File: config.mk
export PLATFORM = sky130hd
export DESIGN_NAME = sysreg_access_gate
export DESIGN_NICKNAME = d
export VERILOG_FILES = /design/src/rtl/sag_pkg.sv /design/src/rtl/sag_decode.sv /design/src/rtl/sag_l3_gate.sv /design/src/rtl/sag_resolver.sv /design/src/rtl/sysreg_access_gate.sv
export SDC_FILE = /design/constraint.sdc
export NUM_CORES = 1
export LEC_CHECK = 0
export ABC_CLOCK_PERIOD_IN_PS = 2180
export BUFFER_PORTS_ARGS = -buffer_cell sky130_fd_sc_hd__buf_2
export CORE_ASPECT_RATIO = 0.5
export CORE_UTILIZATION = 47
export CTS_CLUSTER_DIAMETER = 200
export CTS_CLUSTER_SIZE = 24
export DETAILED_ROUTE_END_ITERATION = 16
export PLACE_DENSITY = 0.86
export SYNTH_ARGS = -nofsm -noshare
export SYNTH_HDL_FRONTEND = slang
export SYNTH_HIERARCHICAL = 1
export SYNTH_SLANG_ARGS = --single-unit
File: constraint.sdc
create_clock -name clk -period 2.18 [get_ports clk]
set_input_delay 0.218 -clock clk [delete_from_list [all_inputs] [get_ports clk]]
set_output_delay 0.218 -clock clk [all_outputs]
set_load 0.05 [all_outputs]
File: src/rtl/sag_pkg.sv
package sag_pkg;

    typedef enum logic [2:0] {
        OC_NONE     = 3'd0,
        OC_UNDEF    = 3'd1,
        OC_TRAP2    = 3'd2,
        OC_TRAP3    = 3'd3,
        OC_LOCAL    = 3'd4,
        OC_MEMCOPY  = 3'd5,
        OC_TRAP2REG = 3'd6
    } outcome_e;

    typedef enum logic {
        AL_PRIMARY = 1'b0,
        AL_L12     = 1'b1
    } alias_e;

    typedef struct packed {
        logic       has_l3;
        logic       l2_en;
        logic       l3_trap;
        logic       l2_trap;
        logic       fg_present;
        logic       fg_l3_en;
        logic       fg_rd;
        logic       fg_wr;
        logic       host;
        logic       undef_prio;
        logic       undef_l3;
        logic [2:0] nest;
    } ctrl_t;

    localparam logic [5:0] TRAP_CLASS = 6'h18;
    localparam logic [2:0] NEST_MEM_PRIMARY = 3'b111;
    localparam logic [2:0] NEST_MEM_L12     = 3'b101;

endpackage

File: src/rtl/sag_decode.sv
module sag_decode
    import sag_pkg::*;
#(
    parameter logic [1:0] OP0     = 2'd3,
    parameter logic [2:0] OP1_PRI = 3'd0,
    parameter logic [2:0] OP1_ALT = 3'd5,
    parameter logic [3:0] CRN     = 4'd1,
    parameter logic [3:0] CRM     = 4'd0,
    parameter logic [2:0] OP2     = 3'd2
) (
    input  logic [1:0] op0,
    input  logic [2:0] op1,
    input  logic [3:0] crn,
    input  logic [3:0] crm,
    input  logic [2:0] op2,
    output logic       hit,
    output alias_e     alias_sel
);
    logic common_ok;

    // Both names share every field except op1.
    always_comb begin
        common_ok = (op0 == OP0) && (crn == CRN) && (crm == CRM) && (op2 == OP2);
        hit       = common_ok && ((op1 == OP1_PRI) || (op1 == OP1_ALT));
        alias_sel = (op1 == OP1_ALT) ? AL_L12 : AL_PRIMARY;
    end
endmodule

File: src/rtl/sag_l3_gate.sv
module sag_l3_gate
    import sag_pkg::*;
(
    input  logic     has_l3,
    input  logic     l3_trap,
    input  logic     undef_prio,
    input  logic     undef_l3,
    output logic     early_undef,
    output logic     late_fire,
    output outcome_e late_outcome
);
    // Early rung: undefined ahead of every level-2 check.
    // Late rung: trap to level 3, or undefined when the flag asks for it.
    always_comb begin
        early_undef  = has_l3 && undef_prio && l3_trap;
        late_fire    = has_l3 && l3_trap;
        late_outcome = undef_l3 ? OC_UNDEF : OC_TRAP3;
    end
endmodule

File: src/rtl/sag_resolver.sv
module sag_resolver
    import sag_pkg::*;
(
    input  logic [1:0] level,
    input  alias_e     alias_sel,
    input  logic       is_write,
    input  ctrl_t      ctrl,
    output outcome_e   verdict
);
    logic     early_undef;
    logic     late_fire;
    outcome_e late_outcome;
    logic     fg_hit;

    sag_l3_gate u_l3_gate (
        .has_l3       (ctrl.has_l3),
        .l3_trap      (ctrl.l3_trap),
        .undef_prio   (ctrl.undef_prio),
        .undef_l3     (ctrl.undef_l3),
        .early_undef  (early_undef),
        .late_fire    (late_fire),
        .late_outcome (late_outcome)
    );

    always_comb begin
        fg_hit = ctrl.l2_en && ctrl.fg_present &&
                 (!ctrl.has_l3 || ctrl.fg_l3_en) &&
                 (is_write ? ctrl.fg_wr : ctrl.fg_rd);
        verdict = OC_UNDEF;
        if (alias_sel == AL_PRIMARY) begin
            case (level)
                2'd0: verdict = OC_UNDEF;
                2'd1: begin
                    if (early_undef)                      verdict = OC_UNDEF;
                    else if (ctrl.l2_en && ctrl.l2_trap)  verdict = OC_TRAP2;
                    else if (fg_hit)                      verdict = OC_TRAP2;
                    else if (late_fire)                   verdict = late_outcome;
                    else if (ctrl.nest == NEST_MEM_PRIMARY) verdict = OC_MEMCOPY;
                    else                                  verdict = OC_LOCAL;
                end
                2'd2: begin
                    if (early_undef)    verdict = OC_UNDEF;
                    else if (late_fire) verdict = late_outcome;
                    else if (ctrl.host) verdict = OC_TRAP2REG;
                    else                verdict = OC_LOCAL;
                end
                default: verdict = OC_LOCAL;
            endcase
        end else begin
            case (level)
                2'd0: verdict = OC_UNDEF;
                2'd1: begin
                    if (ctrl.nest == NEST_MEM_L12) verdict = OC_MEMCOPY;
                    else if (ctrl.nest[0])         verdict = OC_TRAP2;
                    else                           verdict = OC_UNDEF;
                end
                2'd2: begin
                    if (!ctrl.host)     verdict = OC_UNDEF;
                    else if (early_undef) verdict = OC_UNDEF;
                    else if (late_fire) verdict = late_outcome;
                    else                verdict = OC_LOCAL;
                end
                default: verdict = ctrl.host ? OC_LOCAL : OC_UNDEF;
            endcase
        end
    end
endmodule

File: src/rtl/sysreg_access_gate.sv
module sysreg_access_gate
    import sag_pkg::*;
#(
    parameter int              DATA_W    = 64,
    parameter int              OFS_W     = 12,
    parameter logic [OFS_W-1:0] MEM_OFS  = 12'h100,
    parameter logic [DATA_W-1:0] RESET_VAL = '0
) (
    input  logic              clk,
    input  logic              rst_n,
    input  logic              req_valid,
    input  logic [1:0]        req_level,
    input  logic [1:0]        req_op0,
    input  logic [2:0]        req_op1,
    input  logic [3:0]        req_crn,
    input  logic [3:0]        req_crm,
    input  logic [2:0]        req_op2,
    input  logic              req_write,
    input  logic [DATA_W-1:0] req_wdata,
    input  logic              cfg_has_l3,
    input  logic              cfg_l2_en,
    input  logic              cfg_l3_trap,
    input  logic              cfg_l2_trap,
    input  logic              cfg_fg_present,
    input  logic              cfg_fg_l3_en,
    input  logic              cfg_fg_rd,
    input  logic              cfg_fg_wr,
    input  logic [2:0]        cfg_nest,
    input  logic              cfg_host,
    input  logic              cfg_undef_prio,
    input  logic              cfg_undef_l3,
    output logic [2:0]        rsp_outcome,
    output logic [5:0]        rsp_class,
    output logic [OFS_W-1:0]  rsp_mem_ofs,
    output logic [DATA_W-1:0] ctl_value
);
    typedef struct packed {
        outcome_e          outcome;
        logic [5:0]        cls;
        logic [OFS_W-1:0]  mofs;
        logic [DATA_W-1:0] value;
    } state_t;

    state_t   st_d, st_q;
    ctrl_t    ctrl;
    logic     hit;
    alias_e   alias_sel;
    outcome_e verdict;

    always_comb begin
        ctrl.has_l3     = cfg_has_l3;
        ctrl.l2_en      = cfg_l2_en;
        ctrl.l3_trap    = cfg_l3_trap;
        ctrl.l2_trap    = cfg_l2_trap;
        ctrl.fg_present = cfg_fg_present;
        ctrl.fg_l3_en   = cfg_fg_l3_en;
        ctrl.fg_rd      = cfg_fg_rd;
        ctrl.fg_wr      = cfg_fg_wr;
        ctrl.host       = cfg_host;
        ctrl.undef_prio = cfg_undef_prio;
        ctrl.undef_l3   = cfg_undef_l3;
        ctrl.nest       = cfg_nest;
    end

    sag_decode u_decode (
        .op0       (req_op0),
        .op1       (req_op1),
        .crn       (req_crn),
        .crm       (req_crm),
        .op2       (req_op2),
        .hit       (hit),
        .alias_sel (alias_sel)
    );

    sag_resolver u_resolver (
        .level     (req_level),
        .alias_sel (alias_sel),
        .is_write  (req_write),
        .ctrl      (ctrl),
        .verdict   (verdict)
    );

    always_comb begin
        st_d         = st_q;
        st_d.outcome = OC_NONE;
        st_d.cls     = '0;
        st_d.mofs    = '0;
        if (req_valid && hit) begin
            st_d.outcome = verdict;
            if (verdict == OC_TRAP2 || verdict == OC_TRAP3) st_d.cls  = TRAP_CLASS;
            if (verdict == OC_MEMCOPY)                      st_d.mofs = MEM_OFS;
            if (verdict == OC_LOCAL && req_write)           st_d.value = req_wdata;
        end
    end

    always_ff @(posedge clk or negedge rst_n) begin
        if (!rst_n) begin
            st_q.outcome <= OC_NONE;
            st_q.cls     <= '0;
            st_q.mofs    <= '0;
            st_q.value   <= RESET_VAL;
        end else begin
            st_q <= st_d;
        end
    end

    assign rsp_outcome = st_q.outcome;
    assign rsp_class   = st_q.cls;
    assign rsp_mem_ofs = st_q.mofs;
    assign ctl_value   = st_q.value;

    p_idle_none_r2: assert property (@(posedge clk) disable iff (!rst_n)
        (!req_valid || !hit) |=> (st_q.outcome == OC_NONE));

    p_level0_undef_r3: assert property (@(posedge clk) disable iff (!rst_n)
        (req_valid && hit && req_level == 2'd0) |=> (st_q.outcome == OC_UNDEF));

    p_top_primary_local_r8: assert property (@(posedge clk) disable iff (!rst_n)
        (req_valid && hit && req_level == 2'd3 && alias_sel == AL_PRIMARY)
        |=> (st_q.outcome == OC_LOCAL));

    p_alias_needs_host_r10: assert property (@(posedge clk) disable iff (!rst_n)
        (req_valid && hit && req_level[1] && alias_sel == AL_L12 && !cfg_host)
        |=> (st_q.outcome == OC_UNDEF));

    p_write_only_local_r11: assert property (@(posedge clk) disable iff (!rst_n)
        !$stable(st_q.value) |-> (st_q.outcome == OC_LOCAL));

    p_class_matches_r12: assert property (@(posedge clk) disable iff (!rst_n)
        ((st_q.cls == TRAP_CLASS) == (st_q.outcome == OC_TRAP2 || st_q.outcome == OC_TRAP3)));

    p_offset_matches_r12: assert property (@(posedge clk) disable iff (!rst_n)
        ((st_q.mofs != '0) == (st_q.outcome == OC_MEMCOPY)));
endmodule

* Yosys cells after proc, flatten, opt, wreduce, memory -nomap -nowiden
Cells that the tools add are included.
Storage, ports and cells: flip-flop bits (word level) 85, latch bits 0, RAM bits 0, ROM bits 0, input bits 100, output and inout port bits 85, word-level logic and storage cells 61, memories 0
Cells by class: $add $sub $neg 0, multiply operators 0, div/mod/pow operators 0, order comparisons 0, eq/ne operators 12, shifts and indexed selects 0, multiplexer cells 24, bitwise operators 0, reduce and logical (&&, ||, !) cells 21
Operators with widths (count):
- two-way mux 85 bit | 1
- two-way mux 64 bit | 1
- two-way mux 3 bit | 12
- one-hot mux 3 bit (3 select lines) | 2
- == test 3 bit (second input constant) | 5
- logical AND 1 bit | 13
- == test 3 x 2 -> 1 bit (second input constant) | 3
- two-way mux 9 bit | 1
- two-way mux 2 bit | 3
- two-way mux 5 bit | 1
- == test 2 bit (second input constant) | 2
- == test 4 x 1 -> 1 bit (second input constant) | 1
- zero test 4 bit | 1
- zero test 3 bit | 1
- logical OR 1 bit | 3
- two-way mux 1 bit | 3
- == test 2 x 1 -> 1 bit (second input constant) | 1
- zero test 2 bit | 1
- AND reduction 2 bit | 1
- zero test 1 bit | 1

* Longest topological paths before layout
depth after elaboration 13, mapped depth 9, gate-level depth less buffers 8

* Modules after synthesis
The synthesis kept the hierarchy.
By module, submodules not included:
- sysreg_access_gate | times used 1, cells an instance 163, area an instance 2732.6 µm², sequential area each 1726.7 µm²
- sag_resolver | times used 1, cells an instance 34, area an instance 220.2 µm², sequential area each 0.0 µm²
- sag_decode | times used 1, cells an instance 9, area an instance 72.6 µm², sequential area each 0.0 µm²
- sag_l3_gate | times used 1, cells an instance 7, area an instance 38.8 µm², sequential area each 0.0 µm²

* Worst setup path before layout
OpenSTA, ideal clock, no wires.
kind input port to flip-flop, start in req_op1[2], end reg st_q (netlist bit ctl_value[1]), data arrival time 1.936 ns, slack 0.119 ns, stages 9, path through nand2_1 nor2_1 inv_1 or4_1 nand3_1 and3_2 nand3_4 clkbuf_8 mux2_4
Between the ends: word-level cells in the longest chain between the ends 6, elaborated cells on any way between the ends 10, classes of those cells eq/ne (2); mux (2); reduce/logical (6)
Ends and longest elaborated chain:
- from (decl) | line sysreg_access_gate.sv:14 | input logic [2:0] req_op1,
- == test 3 bit | line sag_decode.sv:25 | alias_sel = (op1 == OP1_ALT) ? AL_L12 : AL_PRIMARY;
- two-way mux 1 bit | line sag_decode.sv:25
- via alias_sel | line sysreg_access_gate.sv:47 | alias_e alias_sel;
- two-way mux 3 bit | line sag_resolver.sv:30 | if (alias_sel == AL_PRIMARY) begin
- via verdict[2] | line sysreg_access_gate.sv:48 | outcome_e verdict;
- == test 3 bit | line sysreg_access_gate.sv:92 | if (verdict == OC_LOCAL && req_write) st_d.value = req_wdata;
- logical AND 1 bit | line sysreg_access_gate.sv:92
- AND reduction 2 bit (no source line)
- to (signal assigned) | line sysreg_access_gate.sv:103 | st_q <= st_d;
- to (decl) | line sysreg_access_gate.sv:44 | state_t st_d, st_q;
The timed path passes the listed nets, and every way through them passes these cells. A chain may end at the register's enable or synchronous reset.

* Final worst setup path
start in req_write, end reg st_q (netlist bit ctl_value[51])
Between the ends: word-level cells in the longest chain between the ends 10
Ends and longest elaborated chain:
- from (decl) | line sysreg_access_gate.sv:18 | input logic req_write,
- two-way mux 1 bit | line sag_resolver.sv:28 | (is_write ? ctrl.fg_wr : ctrl.fg_rd);
- logical AND 1 bit | line sag_resolver.sv:27 | (!ctrl.has_l3 || ctrl.fg_l3_en) &&
- two-way mux 3 bit | line sag_resolver.sv:36 | else if (fg_hit) verdict = OC_TRAP2;
- two-way mux 3 bit | line sag_resolver.sv:35 | else if (ctrl.l2_en && ctrl.l2_trap) verdict = OC_TRAP2;
- two-way mux 3 bit | line sag_resolver.sv:34 | if (early_undef) verdict = OC_UNDEF;
- one-hot mux 3 bit (3 select lines) | line sag_resolver.sv:31 | case (level)
- two-way mux 3 bit | line sag_resolver.sv:30
- via verdict[1] | line sysreg_access_gate.sv:48
- == test 3 bit | line sysreg_access_gate.sv:92
- logical AND 1 bit | line sysreg_access_gate.sv:92
- AND reduction 2 bit (no source line)
The timed path passes the listed nets, and every way through them passes these cells.

==> impl_metrics.csv <==
group,metric,value,unit
power,worst_ir_drop_vdd,434.7,uV
hold_path,min_delay_path_depth,2,
detailed_routing,via_per_inst,4.689,
power,pwr_density_cell,647.5,nW/um^2
critical_path,critical-path-top-delay-family,"multiplexers",
critical_path,critical_path.endpoint_type,"flop",
finish,multi_input_logic_area,1150,um^2
timing,setup_repair_after_global_routing_missed_its_margin,"false",
timing,final-max-slew-violation-count,0,
critical_path,critical_path_class,"in2reg",
hold_path,worst_hold_path.endpoint,"ctl_value[5]",
clock_tree,total_cts_buffers,9,
global_route,antenna_found_initial,0,
clock_tree,cts_hold_buf,1,
global_route,first_pass_grt_wire_length,10570,um
die,num_io_pins,185,
critical_path,cp_max_fo,14,
critical_path,rrSetupSlack,1370,ps
die,die_h,59.10,um
die,core_area,6181,um^2
finish,flow.area_growth_from_synthesis,38.59,%
yosys,synth_area,3064,um^2
power,leakage,2.544,nW
placement,io_buffer_count,169,
hold_path,hp-class,"in2reg",
detailed_routing,avg_wl_per_cell,14.07,um
timing,skew,0,ps
detailed_routing,routed-via-count,2293,
finish,finish.instance_area,4247,um^2
placement,placed_cell_count,472,
critical_path,chain_of_cells_forming_the_critical_path,"buf_2 > mux2_2 > a31oi_2 > nor3_1 > o31a_1 > nor2_1 > nand3_4 > buf_4 > mux2_2",
clock_tree,clock_tree_from_tritoncts,"built",
clock_tree,clk_buf_depth,2,
global_route,grt_overflow,0,
global_route,grt_pass1_vias,2249,
placement,hpwlAfterDp,5363,um
critical_path,worst_path_largest_cell_delay,340,ps
critical_path,r2r.worst_path.cells,1,
detailed_routing,drt_pass1_iterations,4,
clock_tree,cts_post_setup_buffers_inserted,0,
critical_path,worst-endpoint-required,2370,ps
clock_tree,clock_latency_on_the_worst_skew_pair,310,ps
clock_tree,clk_transition_reported_paths,50,ps
hold_path,startpoint_of_the_lowest_slack_hold_path,"req_wdata[5]",
timing,finalSetupViolCount,0,
critical_path,timing.rr.start,"ctl_value[0]",
yosys,main_combinational_cell_family_by_area_after_synthesis,"multiplexers",
finish,layoutNonFillerInstCount,489,
yosys,synthXorXnorAreaFrac,0.5717,%
global_route,grt_start_max_net_pins,70,
yosys,asyncSetResetFlopFracSynth,100.0,%
clock_tree,htree_num_levels,3,
timing,fmax,536.6,MHz
yosys,yosysUniqueCellTypes,38,
yosys,yosysWarnings,6,
yosys,synth_simple_gate_area_share,7.064,%
critical_path,timing.critical_path.mode_cell,"mux2_2",
detailed_routing,drc_errors,0,
finish,fin_nets,496,
timing,timing.final.ws_setup,316.3,ps
yosys,synth_enable_flop_cells,0,
detailed_routing,antenna_violating_nets_remaining,0,
yosys,yosys-mux-area-fraction,24.50,%
critical_path,worstPathArrival,2060,ps
timing,fin_crit_sh,85.49,%
clock_tree,number_of_sinks_handled_by_clock_tree_synthesis,69,
yosys,mean_post_synth_cell_area,14.39,um^2
die,number_of_rows_created_at_floorplan,20,
timing,finalHoldViolations,0,
detailed_routing,routed_wirelength,6878,um
yosys,synth_seq_cells,69,
finish,n_fill_cell,482,
critical_path,critical_path.reg2reg.endpoint,"ctl_value[0]",
outcome,outcome,"finished, final reports clean",
yosys,synth_ff_type,"dfrtp_1",
clock_tree,cts_resized,0,
finish,final-seq-area,1727,um^2
finish,final_layout_size_suffix_gt1_share,67.08,%
critical_path,slowest_stage,"mux2_2",
clock_tree,root_buffer_selected_by_cts,"clkbuf_16",
timing,post-route-min-period,1864,ps
critical_path,worst-path-buf-inv,2,
yosys,synth_cells,213,
critical_path,timing.critical_path.from_type,"primary input",
job,max_cap_viol_count,0,
yosys,yosys.area_share.adder,0,%
placement,placer_congestion,0.8942,
die,dieArea,6866,um^2
die,dieWidth,116.2,um
global_route,grt_use_total,20.91,%
placement,dpl_worst_slack,-20.12,ps
placement,placed_cell_area,3983,um^2
yosys,synth_sequential_area_ratio,56.35,%
die,initial_utilization,49.57,%
yosys,synth_compound_gate_area_share,3.307,%
detailed_routing,drt_first_iter_violations,83,
finish,antenna_cells_inserted,0,
[cells in the mapped netlist (2+ instances only)]
cell,n,area share [%]
o21ai_0,2,0.33
xnor2_1,2,0.57
inv_1,6,0.73
buf_4,18,4.4
clkbuf_8,6,2.7
nand3_1,2,0.33
nor3_1,2,0.33
nand2_1,5,0.61
o221ai_1,2,0.57
conb_1,3,0.37
nor2_1,3,0.37
dfrtp_1,69,56
mux2_4,5,2.4
mux2_2,60,22
a21oi_1,2,0.33
and3_2,3,0.73
nand2b_1,2,0.41
[where the power goes]
group | leakage (nW) | switching [mW] | internal (mW) | total (mW)
sequential | 0.965 | 0.0000564 | 1.28 | 1.28
clock | 0.125 | 0.463 | 0.766 | 1.23
combinational | 1.45 | 0.139 | 0.0991 | 0.238
total | 2.54 | 0.602 | 2.15 | 2.75
[through the flow]
stage          util, %  power (mW)  hold slack (ps)  TNS, ps
6_report         68.70       2.750            130.2        0
5_1_grt          68.70       2.861            119.8        0
4_1_cts          68.70       2.783            122.2        0
3_5_place_dp     64.43       1.542            262.3   -103.4
3_3_place_gp     64.43       1.537            265.2        0
2_1_floorplan        -       1.427           -77.59        0
[how the worst max path moves through the flow]
stage | slack, ps | start | cells after the start | to
after floorplan | 120 | req_op1[2] | 9 | ctl_value[1]
after detailed placement | -20 | req_write | 9 | ctl_value[51]
final | 320 | req_write | 9 | ctl_value[51]
after global routing | 190 | req_write | 9 | ctl_value[51]
after CTS | 310 | req_write | 9 | ctl_value[0]
after global placement | 60 | req_write | 9 | ctl_value[50]
[area by class of cell]
| type | instances | area share (%) |
|---|---|---|
| Tap cell | 88 | 2.593 |
| Timing Repair Buffer | 182 | 23.16 |
| Clock buffer | 14 | 5.745 |
| Inverter | 6 | 0.5303 |
| Clock inverter | 2 | 0.2357 |
| Multi-Input combinational cell | 128 | 27.08 |
| Sequential cell | 69 | 40.66 |
[flip-flops by register name, indices dropped and copies added, names as in the netlist]
name	count
ctl_value	64
rsp_outcome	3
rsp_class	1
rsp_mem_ofs	1
[routing by layer]
metal	GRT usage [%]	wire, um
met5	0	0
met4	8.608	156
met3	6.748	337
met2	40.65	3924
met1	21.04	2460
[layout by cell type (no fill, tap or decap), types with 3 or more instances in the layout]
cell type,netlist,final
buf_2,0,169
dfrtp_1,69,69
mux2_2,60,60
conb_1,3,17
clkbuf_16,0,9
buf_4,18,9
inv_1,6,6
mux2_4,5,5
clkbuf_1,0,5
nand2_1,5,5
and3_2,3,3
nor2_1,3,3
buf_12,0,3
[cell families (layout without fill, tap and decap cells)]
| group | after synthesis | count (layout) |
|---|---|---|
| muxes | 65 | 65 |
| AOI/OAI and AO/OA | 13 | 13 |
| buffers and inverters | 30 | 204 |
| DFF | 69 | 69 |
| other | 3 | 17 |
| and+or+nand+nor | 31 | 31 |
| xor gates and xnor gates | 2 | 2 |
No activity file was read; power rests on OpenSTA's default activity.
